## src/rtl/smw_pkg.sv

```systemverilog
package smw_pkg;

    localparam int CFG_W = 8;

    typedef enum logic [1:0] {
        WT_NONE   = 2'd0,
        WT_CSW    = 2'd1,
        WT_RELOAD = 2'd2,
        WT_EARLY  = 2'd3
    } wait_t;

    typedef enum logic [1:0] {
        SEL_SETUP = 2'd0,
        SEL_PULSE = 2'd1,
        SEL_CYCLE = 2'd2,
        SEL_MODE  = 2'd3
    } cfg_sel_t;

    typedef struct packed {
        logic [CFG_W-1:0] setup;
        logic [CFG_W-1:0] pulse;
        logic [CFG_W-1:0] cycle;
        logic [CFG_W-1:0] mode;
    } cs_params_t;

    // Write hold is cycle minus (setup + pulse); zero when not positive.
    function automatic logic hold_is_zero(cs_params_t p);
        logic [CFG_W:0] sum;
        sum = {1'b0, p.setup} + {1'b0, p.pulse};
        return ({1'b0, p.cycle} <= sum);
    endfunction

endpackage

```

## src/rtl/smw_cfg_bank.sv

```systemverilog
module smw_cfg_bank
    import smw_pkg::*;
#(
    parameter int NUM_CS = 4,
    localparam int CS_W = (NUM_CS > 1) ? $clog2(NUM_CS) : 1
) (
    input  logic             clk,
    input  logic             rst,
    input  logic             cfg_wr,
    input  logic [CS_W-1:0]  cfg_cs,
    input  cfg_sel_t         cfg_sel,
    input  logic [CFG_W-1:0] cfg_data,
    input  logic             copy,
    input  logic [CS_W-1:0]  rd_cs,
    output cs_params_t       rd_params,
    output logic             pend,
    output logic             mode_wr
);

    cs_params_t staged_q [NUM_CS];
    cs_params_t active_q [NUM_CS];

    assign mode_wr = cfg_wr && (cfg_sel == SEL_MODE);

    for (genvar i = 0; i < NUM_CS; i++) begin : g_cs
        logic hit;
        assign hit = cfg_wr && (cfg_cs == CS_W'(i));

        always_ff @(posedge clk) begin
            if (rst) begin
                staged_q[i] <= '0;
            end else if (hit) begin
                case (cfg_sel)
                    SEL_SETUP: staged_q[i].setup <= cfg_data;
                    SEL_PULSE: staged_q[i].pulse <= cfg_data;
                    SEL_CYCLE: staged_q[i].cycle <= cfg_data;
                    default:   staged_q[i].mode  <= cfg_data;
                endcase
            end
        end

        always_ff @(posedge clk) begin
            if (rst) begin
                active_q[i] <= '0;
            end else if (copy) begin
                active_q[i] <= staged_q[i];
            end
        end

        // Active parameters move only in a reload copy cycle.
        assert_active_hold_R2: assert property (@(posedge clk) disable iff (rst)
            !copy |=> $stable(active_q[i]));
    end

    always_ff @(posedge clk) begin
        if (rst) begin
            pend <= 1'b0;
        end else if (mode_wr) begin
            pend <= 1'b1;
        end else if (copy) begin
            pend <= 1'b0;
        end
    end

    assign rd_params = active_q[rd_cs];

    assert_mode_sets_pend_R3: assert property (@(posedge clk) disable iff (rst)
        mode_wr |=> pend);

    assert_copy_rearm_R10: assert property (@(posedge clk) disable iff (rst)
        (copy && mode_wr) |=> pend);

endmodule

```

## src/rtl/smw_seq.sv

```systemverilog
module smw_seq
    import smw_pkg::*;
#(
    parameter int NUM_CS = 4,
    localparam int CS_W = (NUM_CS > 1) ? $clog2(NUM_CS) : 1
) (
    input  logic            clk,
    input  logic            rst,
    input  logic            req_valid,
    input  logic [CS_W-1:0] req_cs,
    input  logic            req_write,
    input  logic            req_wec,
    input  logic            acc_done,
    input  logic            pend,
    input  logic            hold_zero,
    output wait_t           wait_type,
    output logic            grant,
    output logic            copy
);

    logic            busy_q;
    logic            waited_q;
    logic            prev_valid_q;
    logic [CS_W-1:0] prev_cs_q;
    logic            prev_nohold_q;
    wait_t           cand;
    logic            eval;

    always_comb begin
        cand = WT_NONE;
        if (prev_valid_q && (req_cs != prev_cs_q)) begin
            cand = WT_CSW;
        end else if (pend) begin
            cand = WT_RELOAD;
        end else if (prev_nohold_q && !req_write) begin
            cand = WT_EARLY;
        end
    end

    assign eval      = req_valid && !busy_q;
    assign wait_type = (eval && !waited_q) ? cand : WT_NONE;
    assign grant     = eval && (waited_q || (cand == WT_NONE));
    assign copy      = pend && ((wait_type == WT_CSW) || (wait_type == WT_RELOAD));

    always_ff @(posedge clk) begin
        if (rst) begin
            busy_q        <= 1'b0;
            waited_q      <= 1'b0;
            prev_valid_q  <= 1'b0;
            prev_cs_q     <= '0;
            prev_nohold_q <= 1'b0;
        end else begin
            if (acc_done) begin
                busy_q <= 1'b0;
            end
            if (grant) begin
                busy_q        <= 1'b1;
                waited_q      <= 1'b0;
                prev_valid_q  <= 1'b1;
                prev_cs_q     <= req_cs;
                prev_nohold_q <= req_write && req_wec && hold_zero;
            end else if (wait_type != WT_NONE) begin
                waited_q <= 1'b1;
            end
        end
    end

    assert_grant_single_R9: assert property (@(posedge clk) disable iff (rst)
        grant |=> !grant);

    assert_wait_then_grant_R9: assert property (@(posedge clk) disable iff (rst)
        (wait_type != WT_NONE) |=> grant);

    assert_idle_nowait_R8: assert property (@(posedge clk) disable iff (rst)
        !req_valid |-> (wait_type == WT_NONE));

endmodule

```

## src/rtl/smw_wait_inserter.sv

```systemverilog
module smw_wait_inserter
    import smw_pkg::*;
#(
    parameter int NUM_CS = 4,
    localparam int CS_W = (NUM_CS > 1) ? $clog2(NUM_CS) : 1
) (
    input  logic             clk,
    input  logic             rst,
    input  logic             cfg_wr,
    input  logic [CS_W-1:0]  cfg_cs,
    input  logic [1:0]       cfg_sel,
    input  logic [CFG_W-1:0] cfg_data,
    input  logic             req_valid,
    input  logic [CS_W-1:0]  req_cs,
    input  logic             req_write,
    input  logic             req_wec,
    input  logic             acc_done,
    output logic [1:0]       wait_type,
    output logic             grant,
    output logic [CFG_W-1:0] act_setup,
    output logic [CFG_W-1:0] act_pulse,
    output logic [CFG_W-1:0] act_cycle,
    output logic [CFG_W-1:0] act_mode
);

    cs_params_t rd_params;
    logic       pend;
    logic       mode_wr;
    logic       copy;
    wait_t      wt;

    smw_cfg_bank #(.NUM_CS(NUM_CS)) u_bank (
        .clk       (clk),
        .rst       (rst),
        .cfg_wr    (cfg_wr),
        .cfg_cs    (cfg_cs),
        .cfg_sel   (cfg_sel_t'(cfg_sel)),
        .cfg_data  (cfg_data),
        .copy      (copy),
        .rd_cs     (req_cs),
        .rd_params (rd_params),
        .pend      (pend),
        .mode_wr   (mode_wr)
    );

    smw_seq #(.NUM_CS(NUM_CS)) u_seq (
        .clk       (clk),
        .rst       (rst),
        .req_valid (req_valid),
        .req_cs    (req_cs),
        .req_write (req_write),
        .req_wec   (req_wec),
        .acc_done  (acc_done),
        .pend      (pend),
        .hold_zero (hold_is_zero(rd_params)),
        .wait_type (wt),
        .grant     (grant),
        .copy      (copy)
    );

    assign wait_type = wt;
    assign act_setup = rd_params.setup;
    assign act_pulse = rd_params.pulse;
    assign act_cycle = rd_params.cycle;
    assign act_mode  = rd_params.mode;

    // A chip-select change wait also consumes the pending reload.
    assert_csw_reloads_R5: assert property (@(posedge clk) disable iff (rst)
        ((wt == WT_CSW) && pend && !mode_wr) |=> !pend);

endmodule

```

## config.mk

```make
export PLATFORM = sky130hd
export DESIGN_NAME = smw_wait_inserter
export DESIGN_NICKNAME = d
export VERILOG_FILES = /design/src/rtl/smw_pkg.sv /design/src/rtl/smw_cfg_bank.sv /design/src/rtl/smw_seq.sv /design/src/rtl/smw_wait_inserter.sv
export SDC_FILE = /design/constraint.sdc
export NUM_CORES = 1
export LEC_CHECK = 0
export ABC_AREA = 1
export CAP_MARGIN = 20
export CORE_AREA = 3 3 189 117
export CTS_CLUSTER_DIAMETER = 60
export CTS_CLUSTER_SIZE = 25
export DETAILED_ROUTE_END_ITERATION = 16
export DIE_AREA = 0 0 192 120
export DONT_BUFFER_PORTS = 1
export PLACE_DENSITY = 0.8
export SETUP_SLACK_MARGIN = 0.2
export SLEW_MARGIN = 10
export SYNTH_ARGS = -nofsm -noshare
export SYNTH_HDL_FRONTEND = slang
export SYNTH_SLANG_ARGS = --single-unit
export TNS_END_PERCENT = 10
```

## constraint.sdc

```tcl
create_clock -name clk -period 12.3 [get_ports clk]
set_clock_uncertainty 0.05 [all_clocks]
set_input_delay 1.845 -clock clk [delete_from_list [all_inputs] [get_ports clk]]
set_output_delay 1.845 -clock clk [all_outputs]
set_load 0.02 [all_outputs]
```

# After elaboration in Yosys (flattened, before gate mapping)
# Memories as Yosys holds them, arrays and structs flattened.
# Cells that the tools add are included.
[totals]
register_bits = 7
ramBits = 256
inputBits = 21
output_inout_bits = 35
wordCells = 150
memories = 2
[memory_table]
columns = ["name", "depth", "word_bits", "rd", "rd_ports_with_merged_regs", "wr", "line_no", "rtl"]
rows = [
  ["u_bank.active_q", 4, 32, 1, 0, 4, "smw_cfg_bank.sv:21", "cs_params_t active_q [NUM_CS];"],
  ["u_bank.staged_q", 4, 32, 4, 0, 4, "smw_cfg_bank.sv:20", "cs_params_t staged_q [NUM_CS];"],
]
[op_classes]
n_addsub = 1
order_cmp = 1
eq_ne = 9
n_mux = 85
bitwise = 20
n_reduce_logical = 26
[op_table]
columns = ["cell", "n"]
rows = [
  ["$mux 32", 4],
  ["$mux 8", 16],
  ["$mux 1", 61],
  ["$or 1x1->1", 20],
  ["$logic_and 1x1->1", 13],
  ["$eq 2x2->1 const B", 5],
  ["$add 8x8->9", 1],
  ["$le 8x9->1", 1],
  ["$mux 2", 4],
  ["$eq 2x1->1 const B", 3],
  ["$logic_not 2->1", 3],
  ["$reduce_bool 2->1", 3],
  ["$logic_not 1->1", 3],
  ["$reduce_or 3->1", 1],
  ["$logic_or 1x1->1", 2],
  ["$ne 2x2->1", 1],
  ["$reduce_or 2->1", 1],
]

# Longest topological paths before layout
[depth]
ltp_word = 13
mapped_depth = 23
ltp_nobuf = 20

# Modules after synthesis
# A second synthesis with hierarchy kept.
[unflattened]
hier_cells = 1133
area_unflattened_um2 = 11733.8
[modules_own_cells]
columns = ["mod", "n_inst", "cells_per_inst", "area_per_inst_um2", "seq_area_each_um2"]
rows = [
  ["smw_cfg_bank", 1, 989, 10840.4, 7707.4],
  ["smw_wait_inserter", 1, 84, 523.0, 0.0],
  ["smw_seq", 1, 60, 370.4, 120.1],
]

# Least setup slack after synthesis
# OpenSTA, ideal clock, no wires.
[synth_timing]
kind = "input to register"
startpoint = "in req_cs[0]"
endpoint = "mem u_bank.active_q[0][0] (netlist bit), enable pin"
setup_ns = 0.792
arrival_ns = 11.966
required_ns = 11.458
path_slack_ns = -0.508
stages = 11
path_buffers = 1
cell_sequence = "buf_2 > inv_1 > nand2_1 > nand2_1 > nand2_1 > a32oi_1 > nor2_1 > inv_1 > ha_1 > inv_1 > o21ai_0"
[synth_lines]
columns = ["element", "line_no", "rtl"]
rows = [
  ["start, declared", "smw_wait_inserter.sv:14", "input logic [CS_W-1:0] req_cs,"],
  ["end, declared", "smw_cfg_bank.sv:21", ""],
]

# Final worst setup path
[layout_timing]
startpoint = "in req_cs[0]"
endpoint = "out act_setup[7]"
[layout_via]
elab_chain_len = 1
[layout_lines]
columns = ["element", "line_no", "rtl"]
rows = [
  ["$mem_v2 4x32", "-", ""],
  ["end, declared", "smw_wait_inserter.sv:20", "output logic [CFG_W-1:0] act_setup,"],
]
# No other way between the ends.

==> results.md <==
* Clock Power Share at between 20 and 30%
* Hold Path Sink: u_seq.busy_q
* Logic pwr share at approximately a tenth
* CTS Buf Count at 15
* Synth warnings at 0
* Post-route minimum period at between 5 and 6 ns
* Final TNS setup at 0 ns
* Register area share after synthesis at between 60% and 70%
* CTS Sinks at 263
* Status: finished, final reports clean
* DR vias at between 7000 and 8000
* Final Cycle Share at 41.4%
* Reg2reg end: u_bank.active_q[3][26]
* Critical path peak fanout at 66
* CTS tree: done
* Worst Hold Class: flop to flop
* Fillers at 1597
* Share of layout cells above drive strength 1 at under 10%
* Global-route wire length before repair at just under 40000 um
* I/O Buffers at 0
* Crit path launch type: input pin
* PnR Total Power at about 1.7 mW
* # resized after CTS at 0
* Switching Fraction at around 25%
* Synth Instances at between 1000 and 1500
* FF/Latch Area at between 0.007 and 0.008 sq mm
* Area of the multi-input gates at around 0.0026 sq mm
* F_max at around 0.20 GHz
* Final std cells w/o fill at roughly 1300
* # diodes at 0
* Reg clk slew, reported paths at 0.09 ns
* PD cells at approximately 140 mW/mm^2
* Synth-to-layout area growth at 6.55%
* Drt drc at 0
* Initial core utilization at about 54%
* Post-Route WL at between 20000 and 30000 um
* Synthesized area per cell at 10.8 sq um
* First-iteration detailed-routing DRC count at roughly 1000
* Drt wl/cell at just under 20 um
* Die Y at roughly 120 um
* Buf+Inv Stages, Crit Path at 2
* RSZ-0062 raised after global routing: false
* TritonRoute pass-1 iters at 5
* CP peak stage delay at approximately 0.67 ns
* Worst hold start: u_seq.busy_q
* Die width at 192 um
* Register-to-Register Path Depth at 12
* Worst R2R Start: u_seq.prev_cs_q[0]
* Num ports at between 50 and 60
* Setup violations, final at 0
* Crit. End Element: output pin
* Hold Vio Cnt, Final at 0
* Slowest CP cell: o22ai_1
* Netlist cell types at 21
* Final #Nets at 1069
* Slew HR at between 30% and 40%
* Mapped Nets at ~1100
* Clk_lat worst skew at about 0.49 ns
* Initial antenna violation count at 0
* Longest Clk Path Bufs at 3
* Routability cong. at ~0.86
* Antenna viol nets, final at 0
* Crit path kind: input pin to output pin
* Hold WS at 0.437 ns
* Row cnt at 41
* Core Region at around 0.021 sq mm
* # Post-CTS Setup Buffers at 0
* Critical Path, Cell by Cell: inv_2, buf_12, o21ai_0, o22ai_1
* WP data arrival at 3.20 ns
* Max rail drop VDD at around 0.00007 V
* Placed cells at approximately 1300
* Largest net degree at the start of global routing at 71
* Hold Path Cell Cnt at 2
* CTS root buffer: clkbuf_16
* Family with the most delay on the worst path: compound AO/OA/AOI/OAI gates
* Sw Pwr at 428 uW
* Die area at around 0.023 sq mm
* Synth Register Bits at approximately 260
* Register share of total power at about three fifths
* Vias in the first global route at 6679
* Worst Tran Pin Value at between 1 and 1.5 ns
* Internal power of the cells at roughly 1.3 mW
* DP HPWL at ~17000 um
* GR Overflow Total at 0
* End-of-flow core utilization at between 50 and 60%
* Slew Limit Fails at 0
* GR Util All Layers at ~22%
* Max-cap violations at 0
* CP required at about 10 ns
* Leakage Power at slightly below 5 nW
* R2r setup slk at 8.62 ns
* Cell area after synthesis at 0.0113 sq mm
* Vias per inst at about 5.5
* H-tree levels at 1
* Hold_buf cts at 0
## worst min-delay path, stage by stage, from the launching register on
cell	delay (ns)
dfxtp_1	0.32
nand2_1	0.06
o21ai_0	0.06
## worst max path at each step
stage               from                      to  slack [ns]  cells past startpoint
2_1_floorplan  req_cs[0]   u_bank.active_q[0][0]        2.95                     11
3_3_place_gp   req_cs[1]  u_bank.active_q[1][29]        6.55                     12
3_5_place_dp   req_cs[1]  u_bank.active_q[1][15]        6.54                     12
4_1_cts        req_cs[1]            act_setup[7]        6.82                      3
5_1_grt        req_cs[0]            act_setup[7]        7.16                      4
6_report       req_cs[0]            act_setup[7]        7.20                      4
## synth_stat cells
cell type  number  share of area, %
a21oi_1        13              0.58
a32oi_1         2              0.16
buf_1           1             0.033
buf_2           6              0.27
clkbuf_1       39               1.3
dfxtp_1         7               1.2
edfxtp_1      256                68
fa_1            1              0.18
ha_1           17               1.9
inv_1         170               5.7
nand2_1        66               2.2
nand3_1        24               1.1
nand4_1         1             0.056
nor2_1        328                11
nor3_1          2             0.089
nor3_4          4              0.58
o211ai_1        1             0.067
o21ai_0        70               3.1
o22ai_1        33               1.8
xnor2_1         3              0.23
xor2_1          3              0.23
## through the flow
stage,setup slack (ns),cell area [sq um]
2_1_floorplan,2.95,11300
3_3_place_gp,6.55,11500
3_5_place_dp,6.54,11500
4_1_cts,6.82,11900
5_1_grt,7.16,12000
6_report,7.20,12000
## flip-flops by register name (all words and copies together), names as in the netlist
register             count
u_bank.active_q        128
u_bank.pend              1
u_bank.staged_q        128
u_seq.busy_q             1
u_seq.prev_cs_q          2
u_seq.prev_nohold_q      1
u_seq.prev_valid_q       1
u_seq.waited_q           1
## cells in the final DEF, fill, tap and decap left out, types with 2 or more instances in the layout
cell,n
nor2_1,328
edfxtp_1,256
inv_1,169
o21ai_0,69
nand2_1,66
o22ai_1,33
nand3_1,23
ha_1,17
clkbuf_16,15
a21oi_1,13
dfxtp_1,7
buf_4,6
nor3_4,4
xnor2_1,3
xor2_1,3
clkbuf_1,3
buf_2,3
a32oi_1,2
nor3_1,2
clkinv_1,2
clkinv_4,2
## logic make-up after synthesis
kind of cell	Yosys count	synth area share [%]
DFF	263	69.5
xor gates and xnor gates	6	0.467
buffers and inverters	216	7.27
and+or+nand+nor	425	14.9
adders and majority gates	18	2.07
AOI/OAI and AO/OA	119	5.75
## cell type report
| cell class | count | share of cell area [%] |
|---|---|---|
| Inverter | 170 | 5.32 |
| Multi-Input combinational cell | 568 | 22.0 |
| Clock buffer | 18 | 3.22 |
| Tap cell | 279 | 2.91 |
| Clock inverter | 5 | 0.376 |
| Sequential cell | 263 | 65.3 |
| Timing Repair Buffer | 12 | 0.939 |
## power groups by stage
| stage | Combinational [mW] | Sequential, mW | Clock (mW) |
|---|---|---|---|
| global placement | 0.168 | 1.06 | 0 |
| finish | 0.177 | 1.04 | 0.512 |
| CTS | 0.175 | 1.04 | 0.516 |
| floorplan | 0.123 | 1.06 | 0 |
| global route | 0.194 | 1.05 | 0.551 |
| detailed placement | 0.173 | 1.06 | 0 |
## per-layer routing
metal	track usage [%]	vias to the layer above	share of wire, %
li1	-	3379	-
met1	33.6	3451	43
met2	33.9	341	45
met3	5.14	42	9.5
met4	4.73	0	2.1
met5	0	-	0
Power figures use the tool's default switching activity.
